## config.mk

```make
export PLATFORM = sky130hd
export DESIGN_NAME = tamper_stamp
export DESIGN_NICKNAME = d
export VERILOG_FILES = /design/src/rtl/tamper_pkg.sv /design/src/rtl/tamper_sync.sv /design/src/rtl/tamper_flag_ctl.sv /design/src/rtl/stamp_bank.sv /design/src/rtl/tamper_host_regs.sv /design/src/rtl/tamper_stamp.sv
export SDC_FILE = /design/constraint.sdc
export NUM_CORES = 1
export LEC_CHECK = 0
export CORE_ASPECT_RATIO = 1.1
export CORE_MARGIN = 2
export CORE_UTILIZATION = 54
export CTS_CLUSTER_DIAMETER = 100
export DETAILED_ROUTE_END_ITERATION = 8
export DONT_BUFFER_PORTS = 1
export PLACE_DENSITY = 0.78
export SLEW_MARGIN = 20
export SYNTH_ARGS = -nofsm -noshare
export SYNTH_HDL_FRONTEND = slang
export SYNTH_SLANG_ARGS = --single-unit
export TNS_END_PERCENT = 1
```

## constraint.sdc

```tcl
create_clock -name clk -period 1.7 [get_ports clk]
set_input_delay 0.34 -clock clk [delete_from_list [all_inputs] [get_ports clk]]
set_output_delay 0.34 -clock clk [all_outputs]
set_load 0.005 [all_outputs]
```

## src/rtl/tamper_pkg.sv

```systemverilog
`timescale 1ns/1ps
package tamper_pkg;
  localparam int BYTE_W         = 8;
  // register indices decoded by the host side
  localparam int CTRL_ADDR      = 0;
  localparam int CFG_ADDR       = 1;
  localparam int TIME_BASE_ADDR = 2;
  // bit positions inside the host-visible bytes
  localparam int FLAG_BIT       = 7;
  localparam int TSEN_BIT       = 6;

  typedef enum logic [1:0] {
    LOAD_NONE    = 2'd0,
    LOAD_EVENT   = 2'd1,
    LOAD_CAPTURE = 2'd2
  } load_src_e;
endpackage

```

## src/rtl/tamper_sync.sv

```systemverilog
`timescale 1ns/1ps
module tamper_sync #(
  parameter int STAGES = 2
) (
  input  logic clk,
  input  logic rst,
  input  logic async_i,
  output logic sync_o
);
  logic [STAGES-1:0] chain_q;

  generate
    if (STAGES == 1) begin : g_single
      always_ff @(posedge clk) begin
        if (rst) chain_q <= '0;
        else     chain_q <= async_i;
      end
    end else begin : g_chain
      always_ff @(posedge clk) begin
        if (rst) chain_q <= '0;
        else     chain_q <= {chain_q[STAGES-2:0], async_i};
      end
    end
  endgenerate

  assign sync_o = chain_q[STAGES-1];
endmodule

```

## src/rtl/tamper_flag_ctl.sv

```systemverilog
`timescale 1ns/1ps
module tamper_flag_ctl (
  input  logic clk,
  input  logic rst,
  input  logic sync_i,
  input  logic clr_i,
  output logic fire_o,
  output logic flag_o
);
  logic prev_q;
  logic flag_q;
  logic rise;

  // previous sample of the synchronised line; reset models a low line
  always_ff @(posedge clk) begin
    if (rst) prev_q <= 1'b0;
    else     prev_q <= sync_i;
  end

  assign rise   = sync_i & ~prev_q;
  // only an armed latch (flag clear) accepts an edge
  assign fire_o = rise & ~flag_q;

  always_ff @(posedge clk) begin
    if (rst)         flag_q <= 1'b0;
    else if (fire_o) flag_q <= 1'b1;
    else if (clr_i)  flag_q <= 1'b0;
  end

  assign flag_o = flag_q;
endmodule

```

## src/rtl/stamp_bank.sv

```systemverilog
`timescale 1ns/1ps
module stamp_bank
  import tamper_pkg::*;
#(
  parameter int TIME_BYTES = 7,
  localparam int TIME_W    = TIME_BYTES * BYTE_W
) (
  input  logic              clk,
  input  logic              rst,
  input  logic              event_req_i,
  input  logic              cap_req_i,
  input  logic [TIME_W-1:0] time_i,
  output logic [TIME_W-1:0] hold_o,
  output logic              event_load_o,
  output logic              cap_load_o
);
  load_src_e src;
  logic      load_en;

  // event capture outranks the host snapshot
  always_comb begin
    if (event_req_i)    src = LOAD_EVENT;
    else if (cap_req_i) src = LOAD_CAPTURE;
    else                src = LOAD_NONE;
  end

  assign load_en = (src != LOAD_NONE);

  genvar b;
  generate
    for (b = 0; b < TIME_BYTES; b++) begin : g_byte
      logic [BYTE_W-1:0] byte_q;
      always_ff @(posedge clk) begin
        if (rst)          byte_q <= '0;
        else if (load_en) byte_q <= time_i[b*BYTE_W +: BYTE_W];
      end
      assign hold_o[b*BYTE_W +: BYTE_W] = byte_q;
    end
  endgenerate

  always_ff @(posedge clk) begin
    if (rst) begin
      event_load_o <= 1'b0;
      cap_load_o   <= 1'b0;
    end else begin
      event_load_o <= (src == LOAD_EVENT);
      cap_load_o   <= (src == LOAD_CAPTURE);
    end
  end
endmodule

```

## src/rtl/tamper_host_regs.sv

```systemverilog
`timescale 1ns/1ps
module tamper_host_regs
  import tamper_pkg::*;
#(
  parameter int ADDR_W     = 4,
  parameter int TIME_BYTES = 7,
  localparam int TIME_W    = TIME_BYTES * BYTE_W
) (
  input  logic              clk,
  input  logic              rst,
  input  logic              pwr_ok_i,
  input  logic              wr_i,
  input  logic [ADDR_W-1:0] addr_i,
  input  logic [BYTE_W-1:0] wdata_i,
  input  logic              flag_i,
  input  logic [TIME_W-1:0] hold_i,
  output logic              clr_o,
  output logic              tsen_o,
  output logic [BYTE_W-1:0] rdata_o
);
  logic              access;
  logic              tsen_q;
  logic [BYTE_W-1:0] rdata_d;
  logic [BYTE_W-1:0] rdata_q;
  wire               unused_wdata_bits = ^wdata_i[TSEN_BIT-1:0];

  assign access = wr_i & pwr_ok_i;
  // writing a 0 into the flag position is the only way to clear it
  assign clr_o  = access && (addr_i == ADDR_W'(CTRL_ADDR)) && !wdata_i[FLAG_BIT];

  always_ff @(posedge clk) begin
    if (rst)
      tsen_q <= 1'b0;
    else if (access && (addr_i == ADDR_W'(CFG_ADDR)))
      tsen_q <= wdata_i[TSEN_BIT];
  end

  always_comb begin
    rdata_d = '0;
    if (pwr_ok_i) begin
      if (addr_i == ADDR_W'(CTRL_ADDR)) rdata_d[FLAG_BIT] = flag_i;
      if (addr_i == ADDR_W'(CFG_ADDR))  rdata_d[TSEN_BIT] = tsen_q;
      for (int i = 0; i < TIME_BYTES; i++) begin
        if (addr_i == ADDR_W'(TIME_BASE_ADDR + i))
          rdata_d = hold_i[i*BYTE_W +: BYTE_W];
      end
    end
  end

  always_ff @(posedge clk) begin
    if (rst) rdata_q <= '0;
    else     rdata_q <= rdata_d;
  end

  assign tsen_o  = tsen_q;
  assign rdata_o = rdata_q;
endmodule

```

## src/rtl/tamper_stamp.sv

```systemverilog
`timescale 1ns/1ps
module tamper_stamp
  import tamper_pkg::*;
#(
  parameter int SYNC_STAGES = 2,
  parameter int ADDR_W      = 4,
  parameter int TIME_BYTES  = 7,
  localparam int TIME_W     = TIME_BYTES * BYTE_W
) (
  input  logic              clk,
  input  logic              rst,
  input  logic              tamper_i,
  input  logic              main_pwr_ok_i,
  input  logic              host_wr_i,
  input  logic [ADDR_W-1:0] host_addr_i,
  input  logic [7:0]        host_wdata_i,
  input  logic              cap_req_i,
  input  logic [TIME_W-1:0] cur_time_i,
  output logic              tamper_flag_o,
  output logic              stamp_load_o,
  output logic              cap_load_o,
  output logic [TIME_W-1:0] hold_time_o,
  output logic [7:0]        host_rdata_o
);
  logic tamper_sync_s;
  logic fire;
  logic clr;
  logic tsen_q;
  logic flag;

  tamper_sync #(.STAGES(SYNC_STAGES)) u_sync (
    .clk    (clk),
    .rst    (rst),
    .async_i(tamper_i),
    .sync_o (tamper_sync_s)
  );

  tamper_flag_ctl u_flag (
    .clk   (clk),
    .rst   (rst),
    .sync_i(tamper_sync_s),
    .clr_i (clr),
    .fire_o(fire),
    .flag_o(flag)
  );

  tamper_host_regs #(.ADDR_W(ADDR_W), .TIME_BYTES(TIME_BYTES)) u_host (
    .clk     (clk),
    .rst     (rst),
    .pwr_ok_i(main_pwr_ok_i),
    .wr_i    (host_wr_i),
    .addr_i  (host_addr_i),
    .wdata_i (host_wdata_i),
    .flag_i  (flag),
    .hold_i  (hold_time_o),
    .clr_o   (clr),
    .tsen_o  (tsen_q),
    .rdata_o (host_rdata_o)
  );

  stamp_bank #(.TIME_BYTES(TIME_BYTES)) u_bank (
    .clk         (clk),
    .rst         (rst),
    .event_req_i (fire & tsen_q),
    .cap_req_i   (cap_req_i),
    .time_i      (cur_time_i),
    .hold_o      (hold_time_o),
    .event_load_o(stamp_load_o),
    .cap_load_o  (cap_load_o)
  );

  assign tamper_flag_o = flag;
endmodule

```

==> run_results.csv, run 1 <==
group,metric,value,unit
place,place_area,3010,µm²
worst_setup_path,reg2reg_from,"u_host.tsen_o",
route,viasPerCell,5.735,
route,drt_iter0_drc,148,
synth,seq_area_frac_synth,0.4733,
synth,synth.most_common_cell,"nand2_1",
floorplanning,die_h,82.21,µm
cells_and_area,syn2layout_area_growth,6.833,%
route,drt_pass1_iterations,4,
floorplanning,num_rows,28,
worst_setup_path,reg2reg_slack,0.18,ns
clock_network,cts_inserted_buffers,9,
floorplanning,start_util,0.5602,
worst_setup_path,r2r_cells,5,
sta,hold_viol_final,0,
global_routing,grt_overflow,0,
power,p_leak,1.207,nW
worst_hold_path,min_path_cells,1,
worst_setup_path,crit_path_end_kind,"flop",
clock_network,hold_buffers,0,
cells_and_area,layout-drive-gt1-share,0.06150,
cells_and_area,utilization,0.5985,
worst_setup_path,path_buf_inv,1,
place,hpwl,5552,µm
worst_setup_path,timing.rr.end,"u_bank.g_byte[3].byte_q[6]",
synth,synth_cells,383,
clock_network,h-tree-depth,3,
synth,ys_warn_count,0,
route,wl_met1,3035,µm
cells_and_area,antennaDiodeCount,0,
global_routing,track_usage,0.2473,
synth,synth-simple-area-share,0.2283,
floorplanning,die_w,75.10,µm
global_routing,grt_max_degree,66,
place,io_buffer_count,0,
synth,synth_fa_ha_area_frac,0,
synth,synthXorXnorAreaFrac,0,
route,wire_per_inst,17.09,µm
route,drt_wl_total,7674,µm
sta,tightest_slew,0.4978,ns
clock_network,worstSkewPairLatency,0.34,ns
sta,drv_slew,0,
route,vias,2575,
run,maxCapViolations,0,
route,wl_met3,817,µm
synth,synthDominantCellAreaShare,0.4733,
worst_setup_path,worstSetupStartpointType,"flop",
route,ant_nets,0,
synth,synth_commonest_cells,"117 x nand2_1, 71 x dfxtp_1, 70 x a21oi_1",
route,wl_met2,3704,µm
worst_hold_path,hold_path_class,"primary input to flop",
worst_setup_path,crit_type,"flop to flop",
floorplanning,boundaryPins,141,
worst_setup_path,path_cells,"and4bb_1, or2_2, buf_4, nand2_1, a21oi_1",
worst_setup_path,crit_arrival,1.78,ns
cells_and_area,nets,443,
worst_setup_path,worstSetupStartpoint,"u_host.tsen_o",
worst_setup_path,slowest_stage,"dfxtp_1",
synth,syn_area,3003,µm²
clock_network,cts_buffer_depth,2,
synth,syn_area_per_cell,7.840,µm²
synth,synth_compound_area_frac,0.2250,
synth,synth_top_family_by_area,"simple AND/OR/NAND/NOR gates",
global_routing,grt_pass1_wl,11340,µm
synth,yosysTopAreaCell,"dfxtp_1",
clock_network,root_buffer,"clkbuf_8",
worst_hold_path,holdPathEnd,"u_bank.g_byte[6].byte_q[6]",
run_status,outcome,"finished, final reports clean",
sta,fin_crit,1.517,ns
clock_network,cts_tree,"yes",
sta,setup_violations,0,
synth,synth.net_count,457,
floorplanning,dieArea,6174,µm²
worst_setup_path,worstPathMaxFanout,34,
place,routabilityCongestion,0.9151,
place,place_ws,0.2030,ns
synth,muxShareOfSynthArea,0.01667,
sta,rsz0062_at_grt,"no",
sta,setup_slack,0.1826,ns
power,p_per_area,1059,nW/µm²
worst_hold_path,hp-start,"rst",
route,dr.max_layer_used,"met4",
global_routing,antenna_found_initial,0,
clock_network,clk_pin_slew,0.07,ns
synth,synth_edf_count,0,
place,dp_cells,433,
clock_network,ctsResizeCount,0,
sta,max_freq,0.6590,GHz
sta,fin_crit_sh,0.8926,
sta,finalSetupTns,0,ns
synth,ys.flop_type,"dfxtp_1",
synth,synthTopCellsByArea,"dfxtp_1 47%, nand2_1 15%, a21oi_1 12%",
synth,yosysUniqueCellTypes,40,
worst_setup_path,cpPeakStageDelay,0.38,ns
synth,synth-async-reset-ratio,0,
floorplanning,core,5360,µm²
synth,synth-seq-cells,71,
worst_setup_path,required,1.96,ns
cells_and_area,final_cells,449,
clock_network,clkSinkCount,71,
power,ir_worst_vdd,704.7,µV
worst_setup_path,critical-path-top-delay-family,"simple AND/OR/NAND/NOR gates",
global_routing,grt_pass1_vias,2323,
route,route.detailed.drc,0,
sta,fin_skew,0.006958,ns
sta,relSlewSlack,0.6675,
cells_and_area,stdcell_area,3208,µm²
clock_network,cts_setup_buffers,0,
## cell usage in the layout (no fill, tap or decap), drive strengths merged, types with 2 or more instances in the layout
cell / instances
a32oi: 2
and3b: 4
a221o: 4
nand3: 5
a31oi: 2
clkinvlp: 2
o221a: 4
clkinv: 3
o22ai: 3
a21oi: 70
buf: 5
o21ai: 12
nand2: 117
a22oi: 4
clkbuf: 10
dfxtp: 71
inv: 7
nand2b: 5
nor2: 7
a221oi: 2
mux2i: 5
nor2b: 11
a2bb2oi: 3
## sequential cells by signal (all words and copies together) (netlist names)
register              count
u_host.rdata_o            8
u_bank.event_load_o       1
u_host.tsen_o             1
u_flag.prev_q             1
u_flag.flag_o             1
u_bank.g_byte.byte_q     56
u_sync.chain_q            2
u_bank.cap_load_o         1
## final cells by class
| class | count | area, µm² |
|---|---|---|
| fill | 490 | 2152 |
| sequential | 71 | 1421 |
| multi-input combinational | 275 | 1419 |
| clock buffer | 10 | 137.6 |
| tap | 75 | 93.84 |
| clock inverter | 6 | 60.06 |
| timing repair buffer | 5 | 50.05 |
| inverter | 7 | 26.28 |
## power breakdown
group | internal [W] | switching [W] | total, W
combinational | 0.000111 | 0.000135 | 0.000246
clock | 0.000709 | 0.000603 | 0.00131
sequential | 0.00175 | 0.0000923 | 0.00184
## worst reg2reg max path: stages, from the launching register on
cell,delay [ns]
dfxtp_1,0.38
and4bb_1,0.33
or2_2,0.16
buf_4,0.30
nand2_1,0.11
a21oi_1,0.16
## routing by layer
| layer | up-vias | GRT usage |
|---|---|---|
| met5 | - | 0 |
| met4 | 0 | 0.09464 |
| met3 | 12 | 0.09466 |
| met2 | 113 | 0.4140 |
| met1 | 1171 | 0.2836 |
| li1 | 1279 | - |
## kinds of logic (layout without fill, tap and decap cells)
| family | after synthesis | in the layout |
|---|---|---|
| and+or+nand+nor | 157 | 157 |
| buffers and inverters | 37 | 28 |
| DFF | 71 | 71 |
| AOI/OAI and AO/OA | 113 | 113 |
| muxes | 5 | 5 |
## metrics by stage
stage / hold WS [ns] / total power (W)
floorplan: 0.4138 / 0.002091
global route: 0.04163 / 0.003556
detailed placement: 0.4151 / 0.002125
CTS: 0.05039 / 0.003427
finish: 0.06099 / 0.003397
global placement: 0.4128 / 0.002115
## worst max path at each step
stage | end | slack (ns) | cells after the start
3_3_place_gp | u_bank.g_byte[2].byte_q[3] | 0.27 | 5
2_1_floorplan | u_bank.g_byte[0].byte_q[7] | 0.34 | 6
4_1_cts | u_bank.g_byte[3].byte_q[6] | 0.17 | 5
6_report | u_bank.g_byte[3].byte_q[6] | 0.18 | 5
5_1_grt | u_bank.g_byte[3].byte_q[5] | 0.05 | 5
3_5_place_dp | u_bank.g_byte[3].byte_q[6] | 0.20 | 5
Note: power is estimated with default switching activity, not from simulation.
==> inputs of run 2 (changes only) <==
--- a/config.mk
+++ b/config.mk
@@ -13,2 +13,3 @@
 export DONT_BUFFER_PORTS = 1
+export HOLD_SLACK_MARGIN = 0.08
 export PLACE_DENSITY = 0.78
==> constraint.sdc (replaced) <==
create_clock -name clk -period 1.7 [get_ports clk]
set_input_delay 0.51 -clock clk [delete_from_list [all_inputs] [get_ports clk]]
set_output_delay 0.51 -clock clk [all_outputs]
set_load 0.005 [all_outputs]
==> run 2 against run 1 <==
  * Non-clock buffer count unchanged
  * Combinational power is essentially flat
  * Clock power up 12%
  * Sequential cell count unchanged
  * Via count is 1.5% higher
  * First-iteration DRC count increased by 7.4%
  * Die area did not move
  * Clock-buffer cell count is 3 higher
  * Routed wire length up 0.69%
  * Sequential power barely moved
  * Highest routed layer unchanged
==> run_results.csv, run 2 (same netlist as run 1, synthesis figures left out) <==
group,metric,value,unit
global_routing,grtUsageMet2,0.3982,
cells_and_area,syn2layout_area_growth,7.708,%
worst_setup_path,r2r_cells,5,
global_routing,grt_overflow,0,
global_routing,track_usage,0.2484,
power,p_seq_frac,0.517,
worst_hold_path,hold_path_class,"primary input to flop",
worst_setup_path,reg2reg_from,"u_flag.prev_q",
power,ir_worst_vdd,730.9,µV
worst_hold_path,holdPathEnd,"u_bank.g_byte[6].byte_q[2]",
clock_network,cts_setup_buffers,0,
place,hpwl,5636,µm
power,p_leak,1.222,nW
route,drt_pass1_iterations,5,
sta,whs,0.2395,ns
worst_setup_path,timing.rr.end,"u_bank.g_byte[2].byte_q[4]",
sta,fin_skew,0.004038,ns
cells_and_area,mostFrequentLayoutCell,"nand2_1",
route,ant_nets,0,
clock_network,ctsResizeCount,0,
worst_setup_path,crit_type,"flop to flop",
cells_and_area,largest_reg_flops,56,
global_routing,grt_max_degree,66,
worst_setup_path,worstSetupStartpoint,"u_flag.prev_q",
global_routing,grt_use_met3,0.09830,
worst_hold_path,hp-start,"rst",
sta,finalSetupTns,0,ns
cells_and_area,final.fill_count,488,
route,route.detailed.drc,0,
floorplanning,die_h,82.21,µm
place,routabilityCongestion,0.8193,
route,drt_iter0_drc,159,
clock_network,root_buffer,"clkbuf_8",
run_status,outcome,"finished, final reports clean",
clock_network,cts_tree,"yes",
worst_setup_path,slowest_stage,"and4bb_1",
clock_network,cts_inserted_buffers,9,
floorplanning,num_rows,28,
floorplanning,dieArea,6174,µm²
worst_setup_path,crit_path_end_kind,"flop",
global_routing,grt_pass1_vias,2259,
clock_network,clk_pin_slew,0.07,ns
power,internal-power,0.002764,W
clock_network,cts_buffer_depth,2,
route,vias,2614,
power,clkPwrFrac,0.414,
power,power_frac_comb,0.069,
cells_and_area,regMostFlops,"u_bank.g_byte.byte_q",
route,drt_wl_total,7727,µm
clock_network,h-tree-depth,3,
worst_setup_path,worstPathMaxFanout,34,
sta,max_freq,0.6777,GHz
worst_setup_path,path_cells,"and4bb_1, or2_2, buf_4, nand2_1, a21oi_1",
sta,relSlewSlack,0.6915,
clock_network,hold_buffers,0,
sta,rsz0062_at_grt,"no",
floorplanning,boundaryPins,141,
cells_and_area,antennaDiodeCount,0,
sta,hold_viol_final,0,
worst_setup_path,critical-path-top-delay-family,"simple AND/OR/NAND/NOR gates",
cells_and_area,layout-drive-gt1-share,0.05615,
power,switchingPower,0.0007928,W
sta,fin_crit_sh,0.8680,
power,swShare,0.2229,
worst_setup_path,crit_arrival,1.74,ns
worst_setup_path,worstSetupStartpointType,"flop",
floorplanning,die_w,75.10,µm
route,wire_per_inst,17.21,µm
cells_and_area,layout_common_cells,"117 x nand2_1, 71 x dfxtp_1, 70 x a21oi_1, 11 x nor2b_1, 11 x clkbuf_8",
place,io_buffer_count,0,
power,p_per_area,1100,nW/µm²
worst_setup_path,required,1.96,ns
run,maxCapViolations,0,
sta,tightest_slew,0.4617,ns
worst_hold_path,min_path_cells,1,
cells_and_area,nets,443,
floorplanning,core,5360,µm²
clock_network,clkSinkCount,71,
global_routing,top_usage_layer,"met2",
worst_setup_path,cpPeakStageDelay,0.37,ns
global_routing,grt_pass1_wl,11410,µm
floorplanning,start_util,0.5602,
route,viasPerCell,5.822,
clock_network,worstSkewPairLatency,0.33,ns
worst_setup_path,path_buf_inv,1,
worst_setup_path,reg2reg_slack,0.22,ns
global_routing,antenna_found_initial,0,
global_routing,use_met1,0.3042,
sta,fin_crit,1.476,ns
sta,drv_slew,0,
sta,setup_violations,0,
[run 2: worst max path at each step]
stage / end / slack, ns / cells after the start
finish: u_bank.g_byte[2].byte_q[4] / 0.22 / 5
CTS: u_bank.g_byte[3].byte_q[6] / 0.22 / 5
global route: u_bank.g_byte[2].byte_q[4] / 0.08 / 5
floorplan: u_host.rdata_o[7] / 0.21 / 6
global placement: u_host.rdata_o[5] / 0.19 / 3
detailed placement: u_host.rdata_o[0] / 0.16 / 3
[run 2: power groups by stage]
stage / logic [W] / registers (W) / clock network [W]
global placement: 0.000240 / 0.00188 / 0
detailed placement: 0.000247 / 0.00188 / 0
CTS: 0.000248 / 0.00184 / 0.00150
global route: 0.000280 / 0.00185 / 0.00158
floorplan: 0.000247 / 0.00184 / 0
finish: 0.000246 / 0.00184 / 0.00147
[run 2: stage by stage]
| step | cells | setup WS [ns] | area, µm² | utilization | power, W |
|---|---|---|---|---|---|
| floorplan | 383 | 0.2095 | 3003 | - | 0.002091 |
| CTS | 449 | 0.2151 | 3234 | 0.6034 | 0.003585 |
| global route | 449 | 0.07727 | 3234 | 0.6034 | 0.003710 |
| detailed placement | 433 | 0.1623 | 3010 | 0.5616 | 0.002126 |
| finish | 449 | 0.2244 | 3234 | 0.6034 | 0.003557 |
| global placement | 433 | 0.1931 | 3010 | 0.5616 | 0.002117 |
[run 2: cell type report]
class	count	area (µm²)	area share
Clock inverter	3	65.06	0.02012
Multi-Input combinational cell	275	1419	0.4387
Clock buffer	13	158.9	0.04913
Tap cell	75	93.84	0.02901
Sequential cell	71	1421	0.4395
Timing Repair Buffer	5	50.05	0.01547
Inverter	7	26.28	0.008124
[run 2: metal layers]
metal  part of all wire  routed length (µm)
met5                  0                   0
met4              0.012                  89
met3              0.099                 762
met2               0.49                3755
met1               0.40                3120
==> inputs of run 3 (changes only) <==
--- a/config.mk
+++ b/config.mk
@@ -15,3 +15,3 @@
 export PLACE_DENSITY = 0.78
-export SLEW_MARGIN = 20
+export SLEW_MARGIN = 5
 export SYNTH_ARGS = -nofsm -noshare
==> constraint.sdc (replaced) <==
create_clock -name clk -period 1.7 [get_ports clk]
set_input_delay 0.17 -clock clk [delete_from_list [all_inputs] [get_ports clk]]
set_output_delay 0.17 -clock clk [all_outputs]
set_load 0.005 [all_outputs]
==> run 3 against run 2 <==
  * Routed wire length up 14%
  * Combinational power up 62%
  * Global-route usage up 3.4 points
  * Clock power up 7%
  * Worst hold slack worse by 0.14 ns
  * Sequential power about the same
  * Worst setup slack worse by 0.061 ns
  * Via count up 10%
  * Register-to-register slack worse by 0.06 ns
  * Largest cell class unchanged
==> run_results.csv, run 3 (same netlist as run 1, synthesis figures left out) <==
group,metric,value,unit
cells_and_area,regMostFlops,"u_bank.g_byte.byte_q",
floorplanning,die_w,75.10,µm
clock_network,clkSinkCount,71,
cells_and_area,final_cells,512,
global_routing,grt_pass1_vias,2777,
sta,fin_crit_sh,0.9036,
floorplanning,num_rows,28,
clock_network,cts_tree,"yes",
sta,relSlewSlack,0.6660,
sta,fin_crit,1.536,ns
sta,max_freq,0.6510,GHz
route,vias,2883,
cells_and_area,antennaDiodeCount,0,
run,maxCapViolations,0,
floorplanning,core,5360,µm²
route,wire_per_inst,17.27,µm
floorplanning,start_util,0.5602,
clock_network,cts_buffer_depth,2,
route,drt_pass1_iterations,4,
clock_network,h-tree-depth,3,
route,drt_iter0_drc,144,
worst_setup_path,worstSetupStartpointType,"flop",
global_routing,grt_max_degree,65,
sta,rsz0062_at_grt,"no",
run_status,outcome,"finished, final reports clean",
sta,fin_skew,0.007266,ns
clock_network,cts_inserted_buffers,9,
clock_network,ctsResizeCount,0,
global_routing,grt_overflow,0,
cells_and_area,mostFrequentLayoutCell,"nand2_1",
cells_and_area,layout-drive-gt1-share,0.05263,
sta,tightest_slew,0.5000,ns
place,io_buffer_count,0,
sta,finalSetupTns,0,ns
worst_setup_path,worstPathMaxFanout,34,
worst_setup_path,crit_path_end_kind,"flop",
global_routing,grt_pass1_wl,13070,µm
global_routing,track_usage,0.2825,
clock_network,clk_pin_slew,0.07,ns
cells_and_area,layout_common_cells,"117 x nand2_1, 71 x dfxtp_1, 70 x a21oi_1, 62 x dlygate4sd3_1, 13 x clkbuf_8",
worst_setup_path,crit_type,"flop to flop",
sta,setup_violations,0,
worst_setup_path,crit_arrival,1.80,ns
cells_and_area,syn2layout_area_growth,29.92,%
route,ant_nets,0,
sta,hold_viol_final,0,
power,p_leak,1.500,nW
cells_and_area,largest_reg_flops,56,
clock_network,worstSkewPairLatency,0.33,ns
route,drt_wl_total,8843,µm
floorplanning,die_h,82.21,µm
place,routabilityCongestion,0.8916,
worst_setup_path,required,1.96,ns
floorplanning,dieArea,6174,µm²
place,hpwl,5529,µm
power,p_per_area,975.6,nW/µm²
cells_and_area,nets,506,
cells_and_area,final.fill_count,395,
sta,drv_slew,0,
worst_hold_path,hold_path_class,"primary input to flop",
power,ir_worst_vdd,608.9,µV
place,dp_cells,433,
route,viasPerCell,5.631,
floorplanning,boundaryPins,141,
clock_network,root_buffer,"clkbuf_8",
global_routing,antenna_found_initial,0,
route,route.detailed.drc,0,
## run 3: cell count changes in the layout (fill, tap and decap cells not counted)
cell           change
buf_16             +1
clkbuf_1           -1
clkbuf_8           +2
clkinv_2           -1
dlygate4sd3_1     +62
## run 3: area by class of cell
cell class / count / area, µm² / area share
clock inverters: 2 / 60.06 / 0.01539
flip-flops and latches: 71 / 1421 / 0.3643
well taps: 75 / 93.84 / 0.02405
clock buffers: 14 / 182.7 / 0.04682
multi-input cells: 275 / 1419 / 0.3637
inverters: 7 / 26.28 / 0.006735
repair buffers: 68 / 698.2 / 0.1790
## run 3: where the power goes
group	switching (W)	internal (W)	leakage (nW)
Clock	0.000579	0.000988	0.123
Sequential	0.0000933	0.00175	0.584
Combinational	0.000188	0.000210	0.794
## run 3: metal layers
| layer | share of wire | wire [µm] | GRT usage |
|---|---|---|---|
| met4 | 0.023 | 203 | 0.1250 |
| met3 | 0.097 | 859 | 0.08859 |
| met5 | 0 | 0 | 0 |
| met2 | 0.50 | 4435 | 0.4807 |
| met1 | 0.38 | 3344 | 0.3223 |
## run 3: per-stage QoR
step / utilization / hold slack (ns) / power [W] / setup WS, ns / cell area (µm²)
final: 0.7278 / 0.1009 / 0.003806 / 0.1638 / 3901
after global routing: 0.7278 / 0.1031 / 0.003965 / 0.02766 / 3901
after CTS: 0.7278 / 0.08260 / 0.003826 / 0.1797 / 3901
after detailed placement: 0.5616 / 0.2453 / 0.002125 / 0.1994 / 3010
after global placement: 0.5616 / 0.2430 / 0.002115 / 0.2656 / 3010
after floorplan: - / 0.2982 / 0.002091 / 0.3410 / 3003
## run 3: path summary, 6_finish.rpt
kind                           from                         end  slack (ns)  depth (start not counted)
hold / removal       host_addr_i[0]           u_host.rdata_o[0]        0.10                          2
hold reg to reg   u_sync.chain_q[0]           u_sync.chain_q[1]        0.46                          1
setup / recovery      u_flag.prev_q  u_bank.g_byte[1].byte_q[5]        0.16                          5
setup reg to reg      u_flag.prev_q  u_bank.g_byte[1].byte_q[5]        0.16                          5
## run 3: repair_timing
action	in CTS	in global routing
endpoints found under the setup margin	0	0
hold buffers	63	0
endpoints found under the hold margin	67	0
setup buffers	0	0
## run 3: worst max-delay path: stages, from the launching register on
cell      delay, ns
dfxtp_1        0.32
and4bb_1       0.39
or2_2          0.16
buf_4          0.31
nand2_1        0.12
a21oi_1        0.16
